### config.mk
export PLATFORM = sky130hd
export DESIGN_NAME = prio_irq_ctrl
export DESIGN_NICKNAME = d
export VERILOG_FILES = /design/src/rtl/irq_pkg.sv /design/src/rtl/irq_pending.sv /design/src/rtl/irq_regs.sv /design/src/rtl/irq_arbiter.sv /design/src/rtl/prio_irq_ctrl.sv
export SDC_FILE = /design/constraint.sdc
export NUM_CORES = 1
export LEC_CHECK = 0
export BUFFER_PORTS_ARGS = -buffer_cell sky130_fd_sc_hd__buf_2
export CELL_PAD_IN_SITES_DETAIL_PLACEMENT = 1
export CELL_PAD_IN_SITES_GLOBAL_PLACEMENT = 2
export CORE_ASPECT_RATIO = 0.7
export CORE_MARGIN = 2
export CORE_UTILIZATION = 42
export DETAILED_ROUTE_END_ITERATION = 10
export GPL_TIMING_DRIVEN = 0
export PLACE_DENSITY_LB_ADDON = 0.1
export SLEW_MARGIN = 20
export SYNTH_ARGS = -nofsm -noshare
export SYNTH_HDL_FRONTEND = slang
export SYNTH_SLANG_ARGS = --single-unit
### constraint.sdc
create_clock -name clk_i -period 39.6 [get_ports clk_i]
set_input_delay 7.92 -clock clk_i [delete_from_list [all_inputs] [get_ports clk_i]]
set_output_delay 7.92 -clock clk_i [all_outputs]
set_load 0.1 [all_outputs]
### src/rtl/irq_pkg.sv
package irq_pkg;
  localparam int unsigned NUM_SRC  = 13;
  localparam int unsigned CTRL_W   = 8;
  localparam int unsigned PRIO_W   = 5;
  localparam int unsigned LVL_W    = 3;
  localparam int unsigned ADDR_W   = 4;
  localparam int unsigned DATA_W   = 16;
  localparam int unsigned VEC_W    = 8;
  localparam int unsigned VEC_BASE = 24;
endpackage

### src/rtl/irq_pending.sv
module irq_pending #(
  parameter int unsigned NUM_SRC = 13
) (
  input  logic               clk_i,
  input  logic               rst_ni,
  input  logic [NUM_SRC-1:0] src_i,
  output logic [NUM_SRC-1:0] pend_o
);
  logic [NUM_SRC-1:0] pend_q;

  always_ff @(posedge clk_i or negedge rst_ni) begin
    if (!rst_ni) pend_q <= '0;
    else         pend_q <= src_i;
  end

  assign pend_o = pend_q;

  assert_pend_follow_R1: assert property (@(posedge clk_i) disable iff (!rst_ni)
    $past(rst_ni) |-> pend_q == $past(src_i));
endmodule

### src/rtl/irq_regs.sv
module irq_regs #(
  parameter int unsigned NUM_SRC = 13,
  parameter int unsigned CTRL_W  = 8,
  parameter int unsigned ADDR_W  = 4,
  parameter int unsigned DATA_W  = 16
) (
  input  logic                      clk_i,
  input  logic                      rst_ni,
  input  logic                      wr_en_i,
  input  logic [ADDR_W-1:0]         addr_i,
  input  logic [DATA_W-1:0]         wdata_i,
  input  logic [NUM_SRC-1:0]        pend_i,
  output logic [DATA_W-1:0]         rdata_o,
  output logic [NUM_SRC-1:0]        mask_o,
  output logic [NUM_SRC*CTRL_W-1:0] ctrl_o
);
  localparam logic [ADDR_W-1:0] MASK_ADDR = ADDR_W'(NUM_SRC + 1);
  localparam logic [ADDR_W-1:0] PEND_ADDR = ADDR_W'(NUM_SRC + 2);

  logic [NUM_SRC-1:0] mask_q;
  logic [CTRL_W-1:0]  ctrl_q [NUM_SRC];
  logic               unused_wdata;

  assign unused_wdata = ^wdata_i;

  for (genvar g = 0; g < NUM_SRC; g++) begin : g_ctrl
    always_ff @(posedge clk_i or negedge rst_ni) begin
      if (!rst_ni)
        ctrl_q[g] <= '0;
      else if (wr_en_i && addr_i == ADDR_W'(g + 1))
        ctrl_q[g] <= wdata_i[CTRL_W-1:0];
    end
    assign ctrl_o[g*CTRL_W +: CTRL_W] = ctrl_q[g];
  end

  always_ff @(posedge clk_i or negedge rst_ni) begin
    if (!rst_ni)
      mask_q <= '1;
    else if (wr_en_i && addr_i == MASK_ADDR)
      mask_q <= wdata_i[NUM_SRC-1:0];
  end

  assign mask_o = mask_q;

  always_comb begin
    rdata_o = '0;
    for (int i = 0; i < NUM_SRC; i++)
      if (addr_i == ADDR_W'(i + 1)) rdata_o = DATA_W'(ctrl_q[i]);
    if (addr_i == MASK_ADDR) rdata_o = DATA_W'(mask_q);
    if (addr_i == PEND_ADDR) rdata_o = DATA_W'(pend_i);
  end

  assert_mask_reset_R2: assert property (@(posedge clk_i) disable iff (!rst_ni)
    $rose(rst_ni) |-> mask_q == '1);
endmodule

### src/rtl/irq_arbiter.sv
module irq_arbiter #(
  parameter int unsigned NUM_SRC = 13,
  parameter int unsigned CTRL_W  = 8,
  parameter int unsigned PRIO_W  = 5,
  parameter int unsigned LVL_W   = 3,
  parameter int unsigned IDX_W   = 4
) (
  input  logic [NUM_SRC-1:0]        cand_i,
  input  logic [NUM_SRC*CTRL_W-1:0] ctrl_i,
  output logic [IDX_W-1:0]          win_idx_o,
  output logic [LVL_W-1:0]          win_lvl_o
);
  logic [PRIO_W-1:0] best;
  logic [PRIO_W-1:0] prio;
  logic              unused_ctrl;

  assign unused_ctrl = ^ctrl_i;

  // Ascending scan, strict compare: ties keep the lower index, prio 0 never wins.
  always_comb begin
    best      = '0;
    win_idx_o = '0;
    win_lvl_o = '0;
    for (int i = 0; i < NUM_SRC; i++) begin
      prio = ctrl_i[i*CTRL_W +: PRIO_W];
      if (cand_i[i] && prio > best) begin
        best      = prio;
        win_idx_o = IDX_W'(i + 1);
        win_lvl_o = prio[PRIO_W-1 -: LVL_W];
      end
    end
  end
endmodule

### src/rtl/prio_irq_ctrl.sv
module prio_irq_ctrl
  import irq_pkg::*;
#(
  parameter int unsigned N_SRC  = NUM_SRC,
  parameter int unsigned A_W    = ADDR_W,
  parameter int unsigned D_W    = DATA_W,
  parameter int unsigned L_W    = LVL_W,
  parameter int unsigned V_W    = VEC_W,
  parameter int unsigned V_BASE = VEC_BASE,
  localparam int unsigned I_W   = $clog2(N_SRC + 1)
) (
  input  logic             clk_i,
  input  logic             rst_ni,
  input  logic [N_SRC-1:0] src_i,
  input  logic             wr_en_i,
  input  logic [A_W-1:0]   addr_i,
  input  logic [D_W-1:0]   wdata_i,
  output logic [D_W-1:0]   rdata_o,
  output logic [L_W-1:0]   irq_level_o,
  output logic [I_W-1:0]   irq_src_o,
  output logic [V_W-1:0]   irq_vec_o
);
  logic [N_SRC-1:0]        pend, mask, cand;
  logic [N_SRC*CTRL_W-1:0] ctrl;
  logic [I_W-1:0]          win_idx, idx_q;
  logic [L_W-1:0]          win_lvl, lvl_q;

  irq_pending #(.NUM_SRC(N_SRC)) u_pend (
    .clk_i, .rst_ni, .src_i, .pend_o(pend)
  );

  irq_regs #(.NUM_SRC(N_SRC), .CTRL_W(CTRL_W), .ADDR_W(A_W), .DATA_W(D_W)) u_regs (
    .clk_i, .rst_ni, .wr_en_i, .addr_i, .wdata_i,
    .pend_i(pend), .rdata_o, .mask_o(mask), .ctrl_o(ctrl)
  );

  assign cand = pend & ~mask;

  irq_arbiter #(.NUM_SRC(N_SRC), .CTRL_W(CTRL_W), .PRIO_W(PRIO_W), .LVL_W(L_W),
                .IDX_W(I_W)) u_arb (
    .cand_i(cand), .ctrl_i(ctrl), .win_idx_o(win_idx), .win_lvl_o(win_lvl)
  );

  always_ff @(posedge clk_i or negedge rst_ni) begin
    if (!rst_ni) begin
      idx_q <= '0;
      lvl_q <= '0;
    end else begin
      idx_q <= win_idx;
      lvl_q <= win_lvl;
    end
  end

  assign irq_src_o   = idx_q;
  assign irq_level_o = lvl_q;
  assign irq_vec_o   = V_W'(V_BASE) + V_W'(lvl_q);

  assert_idle_level_R6: assert property (@(posedge clk_i) disable iff (!rst_ni)
    irq_src_o == '0 |-> irq_level_o == '0);

  assert_winner_unmasked_R3: assert property (@(posedge clk_i) disable iff (!rst_ni)
    ($past(rst_ni) && irq_src_o != '0) |->
      ((($past(cand) >> (irq_src_o - 1'b1)) & N_SRC'(1)) != '0));
endmodule

==> summary.txt, run 1 <==
Critical path
  – FF-to-FF Start: u_pend.pend_o[0]
  – Crit path largest cell delay: 560 ps
  – Reg2reg path depth: 102
  – Worst R2R End: irq_src_o[3]
  – Arrival time worst endpoint: 25210 ps
  – Critical Path Source Type: register
  – CP endpoint kind: register
  – Critical path type: reg2reg
  – Slowest CP cell: or4_1
  – Crit Path Max Fanout: 10
  – R2R setup slack: 14680 ps
  – WP data required: 39900 ps
  – Crit path top cell by count: ha_1

Route
  – WL per Instance: 23.9 um
  – Routed wire length: 31700 um
  – Remaining antenna violation count after routing: 0
  – Starting DRT DRC Count: 567
  – DRC: 0
  – DR pass1 iterations: 5
  – Drt via density: 6.11
  – Vias: 8120

Global route
  – Global-route wire length before repair: 49500 um
  – Total congestion overflow: 0
  – GRT Total Usage: 28.0%
  – Largest net degree at the start of global routing: 81
  – Vias in the first global route: 8158
  – Initial antenna violation count: 0

Hold path
  – HP Class: reg2reg
  – Hold Path End: u_regs.ctrl_o[30]
  – Hold wc startpoint: u_regs.ctrl_o[30]
  – Hold path cells: 1

Die
  – Die W: 183 um
  – Core Footprint: 21800 um^2
  – Ports: 67
  – Die Outline Area: 23600 um^2
  – Die Y: 129 um
  – Rows: 45
  – Starting Density: 43.0%

Synthesis
  – Post-Synthesis Cells: 954
  – Commonest register cell after synthesis: dfrtp_1
  – Post-synth ARST share: 100%
  – Netlist cell types: 91
  – Part of the Yosys area used for sequential elements: 36.7%
  – Post-synthesis register bit count: 137
  – Cell Area, Synth: 9380 um^2
  – Top cell type's share of synthesized area: 33.1%
  – Synth warnings: 0
  – Area contributors post-synth: dfrtp_1 (33%), mux2_2 (14%), ha_1 (5.7%), dfstp_2 (3.6%), nand2_1 (2.9%)
  – Mean post-synth cell area: 9.83 um^2
  – Synth area leader: dfrtp_1
  – Post-synth EDFFs: 0

Run
  – Max-capacitance violation count: 0

STA
  – Final Slew Violations: 0
  – Crit share post-route: 62.9%
  – Worst Skew: 13.5 ps
  – Slew of the pin with the lowest slew margin: 1160 ps
  – Setup violators final: 0
  – Fmax: 40.1 MHz
  – RSZ-0062 raised after global routing: no
  – Final Critical Period: 24920 ps
  – Hold Fails Final Rpt: 0
  – Setup TNS: 0 ps
  – Final setup margin: 14680 ps
  – Hold Slack: 506 ps
  – Relative slew slack: 22.4%

Layout
  – Inserted Diodes: 0
  – Synth-to-layout area growth: 13.8%
  – Filler cell count: 2468
  – Final Util: 49.0%
  – Fraction of layout cells with a size suffix above 1: 25.6%
  – Most frequent cells in the layout: dfrtp_1 (124), mux2_2 (120), nand2_1 (73)
  – Post-route design area: 10700 um^2
  – Commonest non-fill, non-tap cell in the layout: dfrtp_1
  – Nets: 1112

Clock tree
  – Clk sink count: 137
  – Clock transition at path regs: 60 ps
  – Clock root buffer: clkbuf_16
  – Post-CTS setup buffer count: 0
  – CTS resizes: 0
  – Clock buffer depth: 2
  – CTS Buf Count: 17
  – Later-pin clock latency in the skew report: 430 ps
  – CTS hold repair buffers: 0
  – CTS tree: done
  – H-tree depth reported by CTS: 4

Place
  – Area after DPL: 10100 um^2
  – PortBufs: 53
  – DP HPWL: 24500 um
  – Placer Congestion: 0.868
  – Pre-CTS WS: 15050 ps

Power
  – Combinational power share: 64.1%
  – Internal power: 525 uW
  – Net switching power: 510 uW
  – Peak VDD IR: 0.0385 mV
  – Clk pwr share: 15.8%
  – Lkg Pwr: 4.57 nW
  – PwrDens: 97.1 nW/um^2
  – Sw frac: 49.3%
  – Flop pwr share: 20.1%

Status
  – Status: finished, final reports clean
## Yosys cell counts (13+ instances only)
library cell,instances
clkbuf_1,32
nor2b_1,20
ha_1,43
a21oi_1,40
dfstp_2,13
o21ai_0,35
nor3_1,19
inv_1,51
dfrtp_1,124
nor2_1,48
nand2_1,73
mux2i_1,16
mux2_2,120
o211ai_1,14
a22o_1,13
nand3_1,28
a22oi_1,26
## routing by layer
metal | vias up | part of all wire, % | GRT usage (%)
met5 | - | 0 | 0
met4 | 0 | 1.1 | 6.26
met3 | 24 | 6.3 | 5.26
met2 | 222 | 42 | 40.7
met1 | 4124 | 51 | 43.0
li1 | 3750 | - | -
## power by group through the flow
| stage | sequential [mW] | combinational [mW] | clock (mW) |
|---|---|---|---|
| 2_1_floorplan | 0.221 | 0.481 | 0 |
| 3_3_place_gp | 0.207 | 0.645 | 0 |
| 3_5_place_dp | 0.209 | 0.658 | 0 |
| 4_1_cts | 0.207 | 0.661 | 0.166 |
| 5_1_grt | 0.212 | 0.741 | 0.172 |
| 6_report | 0.208 | 0.664 | 0.164 |
## worst max-delay path by stage
stage | slack (ps) | to | start | cells after the start
5_1_grt | 12530 | irq_level_o[2] | u_pend.pend_o[0] | 103
3_3_place_gp | 15370 | irq_src_o[3] | u_pend.pend_o[0] | 102
4_1_cts | 14990 | irq_src_o[3] | u_pend.pend_o[0] | 102
6_report | 14680 | irq_src_o[3] | u_pend.pend_o[0] | 102
3_5_place_dp | 15050 | irq_src_o[3] | u_pend.pend_o[0] | 102
2_1_floorplan | 19660 | irq_src_o[3] | u_regs.mask_o[0] | 102
## cell families after synthesis
logic type | Yosys count | synth area share [%]
AND/OR/NAND/NOR | 255 | 13.6
buffers and inverters | 102 | 4.64
adder cells (fa/ha/maj) | 45 | 5.95
other | 2 | 0.0801
AO/OA/AOI/OAI | 261 | 21.1
multiplexers | 139 | 16.7
flip-flops | 137 | 36.7
XOR/XNOR | 13 | 1.21
## sequential cells by signal, summed over array words and instances, names as in the netlist
name,flops
irq_src_o,4
u_regs.mask_o,13
u_regs.ctrl_o,104
irq_level_o,3
u_pend.pend_o,13
## layout make-up
class / instances / area [um^2] / area share (%)
multi-input combinational: 721 / 5540 / 51.9
sequential: 137 / 3440 / 32.3
clock buffer: 21 / 460 / 4.32
tap: 282 / 353 / 3.31
timing repair buffer: 54 / 303 / 2.84
buffer: 51 / 244 / 2.29
inverter: 51 / 191 / 1.79
clock inverter: 11 / 136 / 1.28
## metrics by stage
stage	total power [mW]	instances
4_1_cts	1.03	1328
3_3_place_gp	0.852	1295
5_1_grt	1.13	1328
3_5_place_dp	0.867	1296
6_report	1.04	1328
2_1_floorplan	0.702	960
## critical path, delay by kind of cell, from the launching register on
family / cells / cell delay (ps)
AO/OA/AOI/OAI: 38 / 9440
adder cells (fa/ha/maj): 13 / 3750
buffers and inverters: 10 / 1620
flip-flops: 1 / 410
multiplexers: 7 / 2430
AND/OR/NAND/NOR: 34 / 7040
No activity file was read; power rests on OpenSTA's default activity.
==> run 2, diff against run 1 <==
--- a/config.mk
+++ b/config.mk
@@ -10,7 +10,7 @@
 export CELL_PAD_IN_SITES_GLOBAL_PLACEMENT = 2
 export CORE_ASPECT_RATIO = 0.7
 export CORE_MARGIN = 2
-export CORE_UTILIZATION = 42
+export CORE_UTILIZATION = 36
 export DETAILED_ROUTE_END_ITERATION = 10
 export GPL_TIMING_DRIVEN = 0
 export PLACE_DENSITY_LB_ADDON = 0.1
==> constraint.sdc (replaced) <==
create_clock -name clk_i -period 21.5 [get_ports clk_i]
set_input_delay 4.3 -clock clk_i [delete_from_list [all_inputs] [get_ports clk_i]]
set_output_delay 4.3 -clock clk_i [all_outputs]
set_load 0.1 [all_outputs]
==> summary.txt, run 2 (synthesis results as in run 1) <==
Die
  – Core Footprint: 25600 um^2
  – Rows: 49
  – Die Y: 139 um
  – Ports: 67
  – Die Outline Area: 27400 um^2
  – Die W: 197 um
  – Starting Density: 36.6%

Clock tree
  – Later-pin clock latency in the skew report: 440 ps
  – Clock buffer depth: 2
  – H-tree depth reported by CTS: 4
  – CTS hold repair buffers: 0
  – CTS Buf Count: 17
  – Clock transition at path regs: 70 ps
  – Clock root buffer: clkbuf_16
  – Clk sink count: 137
  – CTS tree: done

Critical path
  – CP endpoint kind: register
  – Crit Path Max Fanout: 10
  – Slowest CP cell: or4b_4
  – Crit path largest cell delay: 550 ps
  – WP data required: 21810 ps
  – Crit path top cell by count: ha_1
  – Critical Path Source Type: register
  – Arrival time worst endpoint: 20840 ps
  – Critical path type: reg2reg

Route
  – Drt via density: 5.83
  – Vias: 8267
  – Starting DRT DRC Count: 575
  – Routed wire length: 33800 um
  – WL per Instance: 23.8 um
  – DR pass1 iterations: 5
  – DRC: 0
  – Remaining antenna violation count after routing: 0

Power
  – Total Power: 2.29 mW
  – Peak VDD IR: 0.139 mV
  – Lkg Pwr: 4.89 nW
  – PwrDens: 195 nW/um^2

Layout
  – Filler cell count: 2837
  – Nets: 1154
  – Inserted Diodes: 0
  – Synth-to-layout area growth: 25.2%
  – Commonest non-fill, non-tap cell in the layout: dfrtp_1
  – Final Util: 45.8%
  – Fraction of layout cells with a size suffix above 1: 36.0%
  – Post-route design area: 11700 um^2
  – Max FFs per register: 104
  – Most frequent cells in the layout: dfrtp_1 (124), mux2_2 (120), nand2_1 (67)

STA
  – Hold Slack: 510 ps
  – Slew of the pin with the lowest slew margin: 1120 ps
  – Crit share post-route: 95.5%
  – Final Critical Period: 20530 ps
  – Final Slew Violations: 0
  – Hold Fails Final Rpt: 0
  – Fmax: 48.7 MHz
  – Worst Skew: 10.9 ps
  – Setup TNS: 0 ps
  – Relative slew slack: 25.1%
  – Setup violators final: 0

Hold path
  – HP Class: reg2reg

Place
  – Area after DPL: 10100 um^2
  – PortBufs: 53
  – Placer Congestion: 0.826
  – DP HPWL: 25100 um

Global route
  – Global-route wire length before repair: 50800 um
  – GRT Total Usage: 24.7%
  – Vias in the first global route: 8244
  – Total congestion overflow: 0
  – Initial antenna violation count: 0
  – Largest net degree at the start of global routing: 82

Run
  – Max-capacitance violation count: 0

Status
  – Status: finished, final reports clean
-- run 2: cell types whose count changed in the layout (fill, tap and decap cells not counted), sizes merged --
cell      before  now
clkbuf        53   47
bufinv         2    4
clkinvlp       2    0
inv           55   60
buf           73  118
clkinv         3    1
-- run 2: what timing repair did --
item / in CTS / in global routing
gates resized for setup: 27 / 110
buffers inserted: 9 / 34
pin swaps: 5 / 37
gates cloned: 0 / 0
setup endpoints to repair: 7 / 7
-- run 2: critical path, delay by kind of cell, from the launching register on --
family / cells / cell delay (ps)
adder cells (fa/ha/maj): 13 / 3790
AND/OR/NAND/NOR: 36 / 5850
flip-flops: 1 / 370
multiplexers: 5 / 1430
AO/OA/AOI/OAI: 40 / 7750
buffers and inverters: 9 / 1200
-- run 2: metrics by stage --
step	worst slack (ps)	instances
after global routing	-220	1419
final	969	1419
after global placement	-3100	1344
after detailed placement	-3140	1345
after CTS	-1140	1385
after floorplan	1560	960
-- run 2: final timing paths --
kind | depth (start not counted) | startpoint | slack, ps | end
setup / recovery | 103 | u_pend.pend_o[0] | 970 | irq_src_o[3]
hold / removal | 1 | u_regs.ctrl_o[53] | 510 | u_regs.ctrl_o[53]
setup reg to reg | 103 | u_pend.pend_o[0] | 970 | irq_src_o[3]
hold reg to reg | 1 | u_regs.ctrl_o[53] | 510 | u_regs.ctrl_o[53]
max in group asynchronous | 2 | rst_ni | 16930 | u_regs.mask_o[8]
min in group asynchronous | 1 | rst_ni | 3770 | u_regs.ctrl_o[30]
-- run 2: area by class of cell --
cell class                      count  area [um^2]  area share, %
Buffer                             50          264           2.25
Clock buffer                       18          429           3.65
Clock inverter                     14          206           1.76
Inverter                           51          191           1.63
Multi-Input combinational cell    721         6170           52.5
Sequential cell                   137         3440           29.3
Tap cell                          331          414           3.53
Timing Repair Buffer               97          626           5.33
-- run 2: layer usage --
metal	GRT usage, %	routed length, um	vias to the layer above	part of all wire (%)
li1	-	-	3835	-
met1	38.7	18100	4253	54
met2	35.3	14100	157	42
met3	4.04	1350	22	4.0
met4	4.75	300	0	0.89
met5	0	0	-	0
-- run 2: where the power goes --
part           switching, mW  internal, mW  total, mW
Sequential            0.0609         0.325      0.386
Clock                  0.131         0.198      0.329
Combinational          0.906         0.665       1.57
Total                   1.10          1.19       2.29
==> run 3, diff against run 2 <==
--- a/config.mk
+++ b/config.mk
@@ -8,7 +8,7 @@
 export BUFFER_PORTS_ARGS = -buffer_cell sky130_fd_sc_hd__buf_2
 export CELL_PAD_IN_SITES_DETAIL_PLACEMENT = 1
 export CELL_PAD_IN_SITES_GLOBAL_PLACEMENT = 2
-export CORE_ASPECT_RATIO = 0.7
+export CORE_ASPECT_RATIO = 0.9
 export CORE_MARGIN = 2
 export CORE_UTILIZATION = 36
 export DETAILED_ROUTE_END_ITERATION = 10
==> summary.txt, run 3 (synthesis results as in run 1) <==
Status
  – Status: finished, final reports clean

Layout
  – Filler cell count: 2892
  – Synth-to-layout area growth: 25.1%
  – Commonest non-fill, non-tap cell in the layout: dfrtp_1
  – Most frequent cells in the layout: dfrtp_1 (124), mux2_2 (120), nand2_1 (68)
  – Nets: 1157
  – Post-route design area: 11700 um^2
  – Fraction of layout cells with a size suffix above 1: 36.1%
  – Max FFs per register: 104

Power
  – Internal power: 1.15 mW
  – PwrDens: 188 nW/um^2
  – Combinational power share: 69.3%
  – Sw frac: 47.8%
  – Lkg Pwr: 4.88 nW
  – Peak VDD IR: 0.0881 mV
  – Net switching power: 1.06 mW
  – Flop pwr share: 17.4%
  – Clk pwr share: 13.2%

Die
  – Rows: 56
  – Core Footprint: 25900 um^2
  – Starting Density: 36.3%
  – Die Y: 157 um
  – Die W: 174 um
  – Die Outline Area: 27400 um^2
  – Ports: 67

Route
  – WL per Instance: 23.1 um
  – Drt via density: 5.74
  – Vias: 8264
  – Remaining antenna violation count after routing: 0
  – DRC: 0
  – Starting DRT DRC Count: 398
  – DR pass1 iterations: 5
  – Routed wire length: 33300 um

Global route
  – Global-route wire length before repair: 50600 um
  – Vias in the first global route: 8338
  – Initial antenna violation count: 0
  – Largest net degree at the start of global routing: 79
  – GRT Total Usage: 24.4%
  – Total congestion overflow: 0

Run
  – Max-capacitance violation count: 0

Place
  – DP HPWL: 24500 um
  – Area after DPL: 10200 um^2
  – Pre-CTS WS: -3000 ps
  – Placer Congestion: 0.812
  – PortBufs: 53

Critical path
  – Worst R2R End: irq_src_o[3]
  – R2R setup slack: 910 ps
  – Crit path largest cell delay: 550 ps
  – Slowest CP cell: or4b_4
  – WP data required: 21800 ps
  – Critical Path Source Type: register
  – Reg2reg path depth: 103
  – FF-to-FF Start: u_pend.pend_o[0]
  – Crit path top cell by count: ha_1
  – Arrival time worst endpoint: 20880 ps
  – Crit Path Max Fanout: 10
  – Critical path type: reg2reg
  – CP endpoint kind: register

Hold path
  – HP Class: reg2reg
  – Hold path cells: 1
  – Hold Path End: u_regs.ctrl_o[23]
  – Hold wc startpoint: u_regs.ctrl_o[23]

STA
  – Final Slew Violations: 0
  – Fmax: 48.6 MHz
  – Setup violators final: 0
  – Slew of the pin with the lowest slew margin: 1040 ps
  – Final setup margin: 915 ps
  – Final Critical Period: 20590 ps
  – Relative slew slack: 30.7%
  – Crit share post-route: 95.7%
  – Hold Fails Final Rpt: 0
  – Worst Skew: 11.7 ps

Clock tree
  – H-tree depth reported by CTS: 4
  – CTS hold repair buffers: 0
  – Clock buffer depth: 2
  – Clk sink count: 137
  – CTS Buf Count: 17
  – Clock root buffer: clkbuf_16
  – Later-pin clock latency in the skew report: 430 ps
  – Clock transition at path regs: 70 ps
  – CTS tree: done
[run 3: changes by cell type in the layout (fill, tap and decap cells not counted), sizes merged]
cell / delta
clkinv: +7
buf: +2
bufinv: -2
clkinvlp: +1
clkbuf: +2
inv: -7
diode: +1
[run 3: through the flow]
| stage | power (mW) | util, % | hold slack [ps] | TNS [ps] | cells |
|---|---|---|---|---|---|
| detailed placement | 1.59 | 39.3 | 495 | -20720 | 1362 |
| global route | 2.38 | 45.4 | 517 | -430 | 1439 |
| global placement | 1.58 | 39.1 | 487 | -20860 | 1361 |
| floorplan | 1.29 | - | 479 | 0 | 960 |
| CTS | 2.00 | 43.0 | 509 | 0 | 1412 |
| finish | 2.21 | 45.4 | 507 | 0 | 1440 |
[run 3: cell type report]
type | count | area, um^2 | share of cell area (%)
multi-input combinational | 721 | 6170 | 52.6
antenna | 1 | 2.50 | 0.0213
sequential | 137 | 3440 | 29.4
inverter | 51 | 191 | 1.63
timing repair buffer | 100 | 648 | 5.52
clock inverter | 13 | 148 | 1.26
clock buffer | 19 | 433 | 3.69
tap | 348 | 435 | 3.71
buffer | 50 | 260 | 2.22
[run 3: what timing repair did]
| item | CTS | global route |
|---|---|---|
| pin swaps | 12 | 33 |
| buffers inserted | 19 | 27 |
| setup endpoints to repair | 7 | 7 |
| gates resized for setup | 56 | 75 |
[run 3: power by group through the flow]
stage / logic, mW / registers, mW / clock network [mW]
floorplan: 0.886 / 0.406 / 0
global placement: 1.19 / 0.382 / 0
detailed placement: 1.21 / 0.385 / 0
CTS: 1.32 / 0.381 / 0.298
global route: 1.68 / 0.392 / 0.309
finish: 1.53 / 0.384 / 0.292
[run 3: metal layers]
metal	part of all wire [%]	wire length, um	vias up	GRT usage (%)
met5	0	0	-	0
met4	2.1	686	0	7.68
met3	4.0	1330	37	3.33
met2	46	15400	155	39.1
met1	48	15900	4231	34.4
li1	-	-	3841	-
[run 3: worst max-delay path by stage]
stage	start	to	slack [ps]
after floorplan	u_regs.mask_o[0]	irq_src_o[3]	1560
after global placement	u_pend.pend_o[0]	irq_src_o[3]	-3010
after detailed placement	u_pend.pend_o[0]	irq_src_o[3]	-3000
after CTS	u_pend.pend_o[0]	irq_src_o[3]	5
after global routing	u_pend.pend_o[0]	irq_src_o[3]	-220
final	u_pend.pend_o[0]	irq_src_o[3]	910
[run 3: critical path, delay by kind of cell (launching register included)]
kind / cells / cell delay [ps]
compound gates: 42 / 8210
simple gates: 31 / 4910
mux: 7 / 1870
fa+ha+maj: 13 / 3660
buf+inv: 10 / 1440
flops: 1 / 380
